$ cat config.mk
export PLATFORM = sky130hd
export DESIGN_NAME = cpn_fabric
export DESIGN_NICKNAME = d
export VERILOG_FILES = /design/src/rtl/cpn_pkg.sv /design/src/rtl/cpn_fifo.sv /design/src/rtl/cpn_slot_sched.sv /design/src/rtl/cpn_stage.sv /design/src/rtl/cpn_fabric.sv
export SDC_FILE = /design/constraint.sdc
export NUM_CORES = 1
export LEC_CHECK = 0
export ABC_AREA = 0
export BUFFER_PORTS_ARGS = -buffer_cell sky130_fd_sc_hd__buf_2
export CAP_MARGIN = 30
export CELL_PAD_IN_SITES_DETAIL_PLACEMENT = 1
export CELL_PAD_IN_SITES_GLOBAL_PLACEMENT = 2
export CORE_MARGIN = 4
export CORE_UTILIZATION = 25
export CTS_CLUSTER_SIZE = 28
export DETAILED_ROUTE_END_ITERATION = 10
export PLACE_DENSITY = 0.54
export REMOVE_ABC_BUFFERS = 1
export SLEW_MARGIN = 20
export SYNTH_ARGS = -nofsm -noshare
export SYNTH_HDL_FRONTEND = slang
export SYNTH_HIERARCHICAL = 1
export SYNTH_SLANG_ARGS = --single-unit
export TNS_END_PERCENT = 10
$ cat constraint.sdc
create_clock -name clk -period 5.9 [get_ports clk]
set_input_delay 0 -clock clk [delete_from_list [all_inputs] [get_ports clk]]
set_output_delay 0 -clock clk [all_outputs]
set_load 0.02 [all_outputs]
$ cat src/rtl/cpn_pkg.sv
package cpn_pkg;
    // Slot scheduler phase; value equals the swap state of even stages.
    typedef enum logic {
        PH_IDENT = 1'b0,
        PH_CUBE  = 1'b1
    } phase_e;
endpackage

$ cat src/rtl/cpn_fifo.sv
module cpn_fifo #(
    parameter int W     = 19,
    parameter int DEPTH = 2
) (
    input  logic         clk,
    input  logic         rst_n,
    input  logic         push,
    input  logic [W-1:0] push_data,
    input  logic         pop,
    output logic         head_valid,
    output logic [W-1:0] head_data,
    output logic         full
);
    localparam int PTR_W = (DEPTH > 1) ? $clog2(DEPTH) : 1;
    localparam int CNT_W = $clog2(DEPTH + 1);

    logic [W-1:0]     mem [DEPTH];
    logic [PTR_W-1:0] rd_q, wr_q;
    logic [CNT_W-1:0] cnt_q;

    function automatic logic [PTR_W-1:0] nxt(input logic [PTR_W-1:0] p);
        return (p == PTR_W'(DEPTH - 1)) ? '0 : p + PTR_W'(1);
    endfunction

    always_ff @(posedge clk or negedge rst_n) begin
        if (!rst_n) begin
            rd_q  <= '0;
            wr_q  <= '0;
            cnt_q <= '0;
        end else begin
            if (push) wr_q <= nxt(wr_q);
            if (pop)  rd_q <= nxt(rd_q);
            cnt_q <= cnt_q + CNT_W'(push) - CNT_W'(pop);
        end
    end

    always_ff @(posedge clk) begin
        if (push) mem[wr_q] <= push_data;
    end

    assign head_valid = (cnt_q != '0);
    assign head_data  = mem[rd_q];
    assign full       = (cnt_q == CNT_W'(DEPTH));

    // upstream must hold its head instead of writing into a full queue
    assert_no_overflow_R7: assert property (@(posedge clk) disable iff (!rst_n)
        full |-> !push);
    // a stage only removes a packet that is present
    assert_no_underflow_R5: assert property (@(posedge clk) disable iff (!rst_n)
        pop |-> head_valid);
endmodule

$ cat src/rtl/cpn_slot_sched.sv
module cpn_slot_sched
    import cpn_pkg::*;
#(
    parameter int STAGES = 3
) (
    input  logic              clk,
    input  logic              rst_n,
    output logic [STAGES-1:0] cube_sel
);
    phase_e state_q, state_d;

    always_comb begin
        state_d = state_q;
        unique case (state_q)
            PH_IDENT: state_d = PH_CUBE;   // toggle_to_cube
            PH_CUBE:  state_d = PH_IDENT;  // toggle_to_ident
            default:  state_d = PH_IDENT;
        endcase
    end

    always_ff @(posedge clk or negedge rst_n) begin
        if (!rst_n) state_q <= PH_IDENT;
        else        state_q <= state_d;
    end

    always_comb begin
        for (int s = 0; s < STAGES; s++) begin
            cube_sel[s] = (state_q == PH_CUBE) ^ s[0];
        end
    end

    // the phase flips on every slot
    assert_ident_then_cube_R2: assert property (@(posedge clk) disable iff (!rst_n)
        (state_q == PH_IDENT) |=> (state_q == PH_CUBE));
    assert_cube_then_ident_R2: assert property (@(posedge clk) disable iff (!rst_n)
        (state_q == PH_CUBE) |=> (state_q == PH_IDENT));
endmodule

$ cat src/rtl/cpn_stage.sv
module cpn_stage #(
    parameter int ADDR_W = 3,
    parameter int DATA_W = 16,
    parameter int DEPTH  = 2,
    parameter int BIT    = 2
) (
    input  logic                                          clk,
    input  logic                                          rst_n,
    input  logic                                          cube_sel,
    input  logic [(1<<ADDR_W)-1:0]                        in_push,
    input  logic [(1<<ADDR_W)-1:0][ADDR_W+DATA_W-1:0]     in_pkt,
    output logic [(1<<ADDR_W)-1:0]                        in_full,
    output logic [(1<<ADDR_W)-1:0]                        fwd_valid,
    output logic [(1<<ADDR_W)-1:0][ADDR_W+DATA_W-1:0]     fwd_pkt,
    input  logic [(1<<ADDR_W)-1:0]                        dn_full
);
    localparam int N     = 1 << ADDR_W;
    localparam int PKT_W = ADDR_W + DATA_W;
    localparam int DBIT  = DATA_W + BIT;   // destination bit this stage settles

    logic [N-1:0]            head_v;
    logic [N-1:0][PKT_W-1:0] head_pkt;
    logic [N-1:0]            need_swap;
    logic [N-1:0]            tgt_full;
    logic [N-1:0]            pop;

    for (genvar p = 0; p < N; p++) begin : g_port
        localparam int   PX = p ^ (1 << BIT);
        localparam logic PB = ((p >> BIT) & 1) != 0;

        cpn_fifo #(.W(PKT_W), .DEPTH(DEPTH)) q_i (
            .clk       (clk),
            .rst_n     (rst_n),
            .push      (in_push[p]),
            .push_data (in_pkt[p]),
            .pop       (pop[p]),
            .head_valid(head_v[p]),
            .head_data (head_pkt[p]),
            .full      (in_full[p])
        );

        // swap needed when this port's bit differs from the destination bit
        assign need_swap[p] = PB ^ head_pkt[p][DBIT];
        assign tgt_full[p]  = cube_sel ? dn_full[PX] : dn_full[p];
        // hold the head while the target queue is full
        assign pop[p]       = head_v[p] & (need_swap[p] == cube_sel) & ~tgt_full[p];
        assign fwd_valid[p] = cube_sel ? pop[PX] : pop[p];
        assign fwd_pkt[p]   = cube_sel ? head_pkt[PX] : head_pkt[p];

        // whatever leaves on port p now agrees with the destination in this bit
        assert_bit_settled_R3: assert property (@(posedge clk) disable iff (!rst_n)
            fwd_valid[p] |-> (fwd_pkt[p][DBIT] == PB));
    end
endmodule

$ cat src/rtl/cpn_fabric.sv
module cpn_fabric #(
    parameter int ADDR_W = 3,
    parameter int DATA_W = 16,
    parameter int DEPTH  = 2
) (
    input  logic                           clk,
    input  logic                           rst_n,
    input  logic [(1<<ADDR_W)-1:0]         in_valid,
    input  logic [(1<<ADDR_W)*ADDR_W-1:0]  in_dest,
    input  logic [(1<<ADDR_W)*DATA_W-1:0]  in_data,
    output logic [(1<<ADDR_W)-1:0]         in_ready,
    output logic [(1<<ADDR_W)-1:0]         out_valid,
    output logic [(1<<ADDR_W)*DATA_W-1:0]  out_data
);
    localparam int N      = 1 << ADDR_W;
    localparam int PKT_W  = ADDR_W + DATA_W;
    localparam int STAGES = ADDR_W;

    logic [STAGES-1:0]                  cube_sel;
    logic [STAGES:0][N-1:0]             link_valid;
    logic [STAGES:0][N-1:0]             link_full;
    logic [STAGES:0][N-1:0][PKT_W-1:0]  link_pkt;

    cpn_slot_sched #(.STAGES(STAGES)) sched_i (
        .clk     (clk),
        .rst_n   (rst_n),
        .cube_sel(cube_sel)
    );

    // Injection link
    assign in_ready      = ~link_full[0];
    assign link_valid[0] = in_valid & in_ready;
    for (genvar p = 0; p < N; p++) begin : g_inj
        assign link_pkt[0][p] = {in_dest[p*ADDR_W +: ADDR_W], in_data[p*DATA_W +: DATA_W]};
    end
    assign link_full[STAGES] = '0;

    // Stage s settles address bit ADDR_W-1-s
    for (genvar s = 0; s < STAGES; s++) begin : g_stage
        cpn_stage #(
            .ADDR_W(ADDR_W), .DATA_W(DATA_W), .DEPTH(DEPTH), .BIT(ADDR_W - 1 - s)
        ) stage_i (
            .clk      (clk),
            .rst_n    (rst_n),
            .cube_sel (cube_sel[s]),
            .in_push  (link_valid[s]),
            .in_pkt   (link_pkt[s]),
            .in_full  (link_full[s]),
            .fwd_valid(link_valid[s+1]),
            .fwd_pkt  (link_pkt[s+1]),
            .dn_full  (link_full[s+1])
        );
    end

    always_ff @(posedge clk or negedge rst_n) begin
        if (!rst_n) begin
            out_valid <= '0;
            out_data  <= '0;
        end else begin
            out_valid <= link_valid[STAGES];
            for (int q = 0; q < N; q++) begin
                out_data[q*DATA_W +: DATA_W] <= link_pkt[STAGES][q][DATA_W-1:0];
            end
        end
    end

    for (genvar q = 0; q < N; q++) begin : g_chk
        // the last stage only emits on the destination port
        assert_final_port_R4: assert property (@(posedge clk) disable iff (!rst_n)
            link_valid[STAGES][q] |-> (link_pkt[STAGES][q][PKT_W-1 -: ADDR_W] == ADDR_W'(q)));
    end
endmodule

# ---- Word level (Yosys, flattened, before mapping)
# Memories as Yosys holds them, arrays and structs flattened.
# Cells that the tools add are included.
dict set report totals {
  register_bits 233
  mem_bits_rw 912
  in_bits 162
  out_inout_bits 144
  elab_cells 499
  n_memories 24
}
dict set report op_classes {
  addsub 96
  eq_ne 48
  mux 161
  bitwise_logic 71
  reduce_logical 24
}
# name words width read_ports rd_clocked_by_memory_dff wr line_no
set memory_table {}
lappend memory_table {{g_stage[0].stage_i.g_port[0].q_i.mem} 2 19 1 0 1 cpn_fifo.sv:17} ;# logic [W-1:0] mem [DEPTH];
lappend memory_table {{g_stage[0].stage_i.g_port[1].q_i.mem} 2 19 1 0 1 cpn_fifo.sv:17}
lappend memory_table {{g_stage[0].stage_i.g_port[2].q_i.mem} 2 19 1 0 1 cpn_fifo.sv:17}
lappend memory_table {{g_stage[0].stage_i.g_port[3].q_i.mem} 2 19 1 0 1 cpn_fifo.sv:17}
lappend memory_table {{g_stage[0].stage_i.g_port[4].q_i.mem} 2 19 1 0 1 cpn_fifo.sv:17}
lappend memory_table {{g_stage[0].stage_i.g_port[5].q_i.mem} 2 19 1 0 1 cpn_fifo.sv:17}
lappend memory_table {{18 more memories} n/a n/a n/a n/a n/a n/a}
# op count
set ops {}
lappend ops {{19-bit two-way mux} 16}
lappend ops {{1-bit two-way mux} 136}
lappend ops {{16-bit two-way mux} 8}
lappend ops {{1-bit adder (second input constant)} 48}
lappend ops {{2-bit by 1-bit adder with 2-bit output} 24}
lappend ops {{2-bit == test (second input constant)} 24}
lappend ops {{2-bit nonzero test} 24}
lappend ops {{2-bit by 1-bit subtractor with 2-bit output} 24}
lappend ops {{1-bit AND} 40}
lappend ops {{1-bit NOT} 29}
lappend ops {{1-bit == test} 24}
lappend ops {{8-bit AND} 1}
lappend ops {{8-bit NOT} 1}
lappend ops {{1-bit one-hot mux with 2 select lines} 1}

# ---- Logic depth before layout (Yosys ltp)
# An unclocked memory read counts as a cell.
dict set report logic_depth {
  ltp_word 8
  mapped_depth 10
  depth_no_buf 7
}

# ---- Modules after synthesis
# The synthesis kept the hierarchy.
# mod instances cells_per_inst area_each_um2 seq_area_each_um2
set by_module_without_submodules {}
lappend by_module_without_submodules {cpn_fifo 24 74 1647.8 1241.2}
lappend by_module_without_submodules {{cpn_stage at g_stage[0].stage_i ...} 2 202 2049.5 0.0}
lappend by_module_without_submodules {cpn_fabric 1 153 3487.1 3403.3}
lappend by_module_without_submodules {{cpn_stage at g_stage[2].stage_i} 1 202 2052.0 0.0}
lappend by_module_without_submodules {cpn_slot_sched 1 5 51.3 25.0}

# ---- Worst setup path after synthesis
# OpenSTA, ideal clock, no wires.
dict set report synth_timing {
  kind {flip-flop to flip-flop}
  from {register g_stage[1].stage_i.g_port[0].q_i.rd_q}
  to {memory g_stage[2].stage_i.g_port[0].q_i.mem[0][0], enable pin}
  setup_ns 0.397
  t_arrival_ns 2.414
  required_ns 5.503
  slack_ns 3.089
  stages_incl_launch_ff 6
  path_buffers 1
  period_less_slack_ns 2.811
  cell_sequence {dfrtp_1 -> buf_6 -> mux2_4 -> or4b_1 -> nand2_1 -> nor2b_1}
}
# item line_no
set synth_rtl {}
lappend synth_rtl {{start, declared} cpn_fifo.sv:18} ;# logic [PTR_W-1:0] rd_q, wr_q;
lappend synth_rtl {{start signal, assigned} cpn_fifo.sv:32} ;# if (pop) rd_q <= nxt(rd_q);
lappend synth_rtl {{end, declared} cpn_fifo.sv:17}

==> results_dict.tcl <==
set metrics [dict create \
    antenna_left 0 \
    pre_cts_ws_ns 2.20 \
    drc 0 \
    place_hpwl_mm 96.3 \
    path_buf_inv 2 \
    grt_antenna_before_repair 20 \
    synth.cell_area_um2 46900 \
    cts_buffers 131 \
    avgSynthCellArea_um2 19.4 \
    overflow 0 \
    critPathTopFamily "buffers and inverters" \
    cts_root_buffer "clkbuf_16" \
    required_ns 6.26 \
    power_leakage_nw 22.9 \
    wl_per_cell_um 22.9 \
    initial_utilization_pct 25.2 \
    min_period_over_period_pct 62.7 \
    die_w_um 441 \
    place.gp.congestion 0.751 \
    cp_max_fo 67 \
    clk-insertion-delay-late_ns 0.75 \
    crit_chain "inv_6 > buf_4 > nand4bb_1 > nand2_1 > nor2b_2" \
    cts_tree "done" \
    postLayoutCoreUtil_pct 31.7 \
    dr.pass1.iters 5 \
    drtIter0Drc 1201 \
    outcome "finished clean" \
    clock_sinks 1097 \
    ios 306 \
    hold_viol_final 0 \
    power_mw 33.5 \
    viasPerCell 4.04 \
    grt_pass1_wl_mm 186 \
    path_clk_slew_ns 0.06 \
    syn2layout_area_growth_pct 25.6 \
    max_stage_delay_ns 0.79 \
    layout-drive-gt1-share_pct 44.4 \
    crit_type "flip-flop to flip-flop" \
    slowest_stage "nor2b_2" \
    grt_pass1_vias 25567 \
    cp-end-kind "flip-flop" \
    nNetsFinal 3353 \
    grtUsageTotal_pct 13.5 \
    powerDensity_nw_per_um2 569 \
    grt_max_degree 98 \
    slew_headroom_pct 36.4 \
    period_minus_slack_ns 3.70 \
    core_um2 186000 \
    yosys_warnings 6 \
    wl_mm 131 \
    htreeDepth 4 \
    syn-instance-count 2420 \
    drv_slew 0 \
    worstPathArrival_ns 4.05 \
    cts_resized 0 \
    hold_ws_ns 0.278 \
    setup_viol 0 \
    worst_pin_slew_ns 0.949 \
    vias 23184 \
    rsz0062_at_grt "no" \
    finClkSkew_ns 0.0238 \
    io_buffer_count 305 \
    cts_buffer_depth 3 \
    cap_violations 0 \
    ir_worst_vdd_v 0.000280 \
    fp.dieH_um 441 \
    start_kind "flip-flop" \
    setup_ws_ns 2.20 \
    dieArea_um2 195000 \
    fmax_mhz 271 \
    hold_path_class "input pin to flip-flop" \
    rows 158 \
]
-- path summary, 6_finish.rpt --
check	start	endpoint	slack, ns	cells after the start
setup / recovery	sched_i/state_q	g_stage[2].stage_i/g_port[5].q_i/mem[0][12]	2.20	5
hold / removal	in_valid[2]	g_stage[0].stage_i/g_port[2].q_i/wr_q	0.28	4
setup reg to reg	sched_i/state_q	g_stage[2].stage_i/g_port[5].q_i/mem[0][12]	2.20	5
hold reg to reg	g_stage[1].stage_i/g_port[1].q_i/wr_q	g_stage[1].stage_i/g_port[1].q_i/wr_q	0.48	1
max in group asynchronous	rst_n	g_stage[1].stage_i/g_port[3].q_i/rd_q	4.66	4
min in group asynchronous	rst_n	g_stage[1].stage_i/g_port[6].q_i/cnt_q[1]	0.48	4
-- through the flow --
step | setup TNS (ns) | instances | instance area [um2]
after global placement | 0 | 5155 | 51000
after CTS | 0 | 5724 | 58900
final | 0 | 5734 | 58900
after detailed placement | 0 | 5171 | 51400
after floorplan | -6331.79 | 2330 | 46000
after global routing | 0 | 5730 | 58900
-- area by class of cell --
| type | count | area [um2] |
|---|---|---|
| antenna | 6 | 15.0 |
| clock buffer | 197 | 3970 |
| fill | 18949 | 127000 |
| inverter | 57 | 219 |
| multi-input combinational | 1176 | 14100 |
| timing repair buffer | 680 | 5370 |
| sequential | 1097 | 31800 |
| tap | 2480 | 3100 |
| clock inverter | 41 | 363 |
-- routing by layer --
metal | wire length (um) | GRT usage [%] | vias up
li1 | - | - | 10632
met3 | 6460 | 3.37 | 184
met1 | 54900 | 16.4 | 11963
met5 | 39 | 0 | -
met2 | 65500 | 23.1 | 399
met4 | 4570 | 5.00 | 6
-- power breakdown --
part / switching [mW] / internal [mW]
clock: 3.20 / 4.87
combinational: 6.84 / 5.53
sequential: 1.03 / 12.0
total: 11.1 / 22.4
-- what timing repair did --
item,CTS,global route
hold buffers,315,0
hold endpoints to repair,536,0
setup buffers,0,0
-- worst reg2reg max path, cell delays in order (launching register included) --
cell and delay [ns]:
dfrtp_4 0.77, inv_6 0.65, buf_4 0.69, nand4bb_1 0.23, nand2_1 0.18, nor2b_2 0.79
-- state kept, by name, indices dropped and copies added (netlist names) --
signal,flops
out_data,128
g_stage.stage_i/g_port.q_i/rd_q,24
out_valid,8
sched_i/state_q,1
g_stage.stage_i/g_port.q_i/mem,864
g_stage.stage_i/g_port.q_i/cnt_q,48
g_stage.stage_i/g_port.q_i/wr_q,24
-- cell usage in the layout, fill, tap and decap left out, types with 3 or more instances in the layout --
| master | instances |
|---|---|
| buf_6 | 4 |
| xor3_1 | 24 |
| and2_1 | 23 |
| clkbuf_1 | 34 |
| clkinv_1 | 9 |
| mux2_4 | 432 |
| conb_1 | 16 |
| inv_1 | 56 |
| clkbuf_16 | 142 |
| xor2_1 | 48 |
| edfxtp_1 | 864 |
| nor2b_2 | 9 |
| dlygate4sd3_1 | 314 |
| buf_16 | 6 |
| nand2_1 | 48 |
| clkbuf_8 | 21 |
| bufinv_16 | 5 |
| clkinvlp_4 | 4 |
| inv_6 | 8 |
| nor2b_4 | 3 |
| nand4b_1 | 12 |
| nand4bb_1 | 24 |
| nor2b_1 | 44 |
| ha_1 | 48 |
| dfrtp_1 | 231 |
| buf_4 | 39 |
| or4b_1 | 12 |
| diode_2 | 6 |
| mux2_2 | 408 |
| clkinv_2 | 14 |
| buf_8 | 12 |
| buf_2 | 304 |
| or2_2 | 24 |
Power figures use the tool's default switching activity.
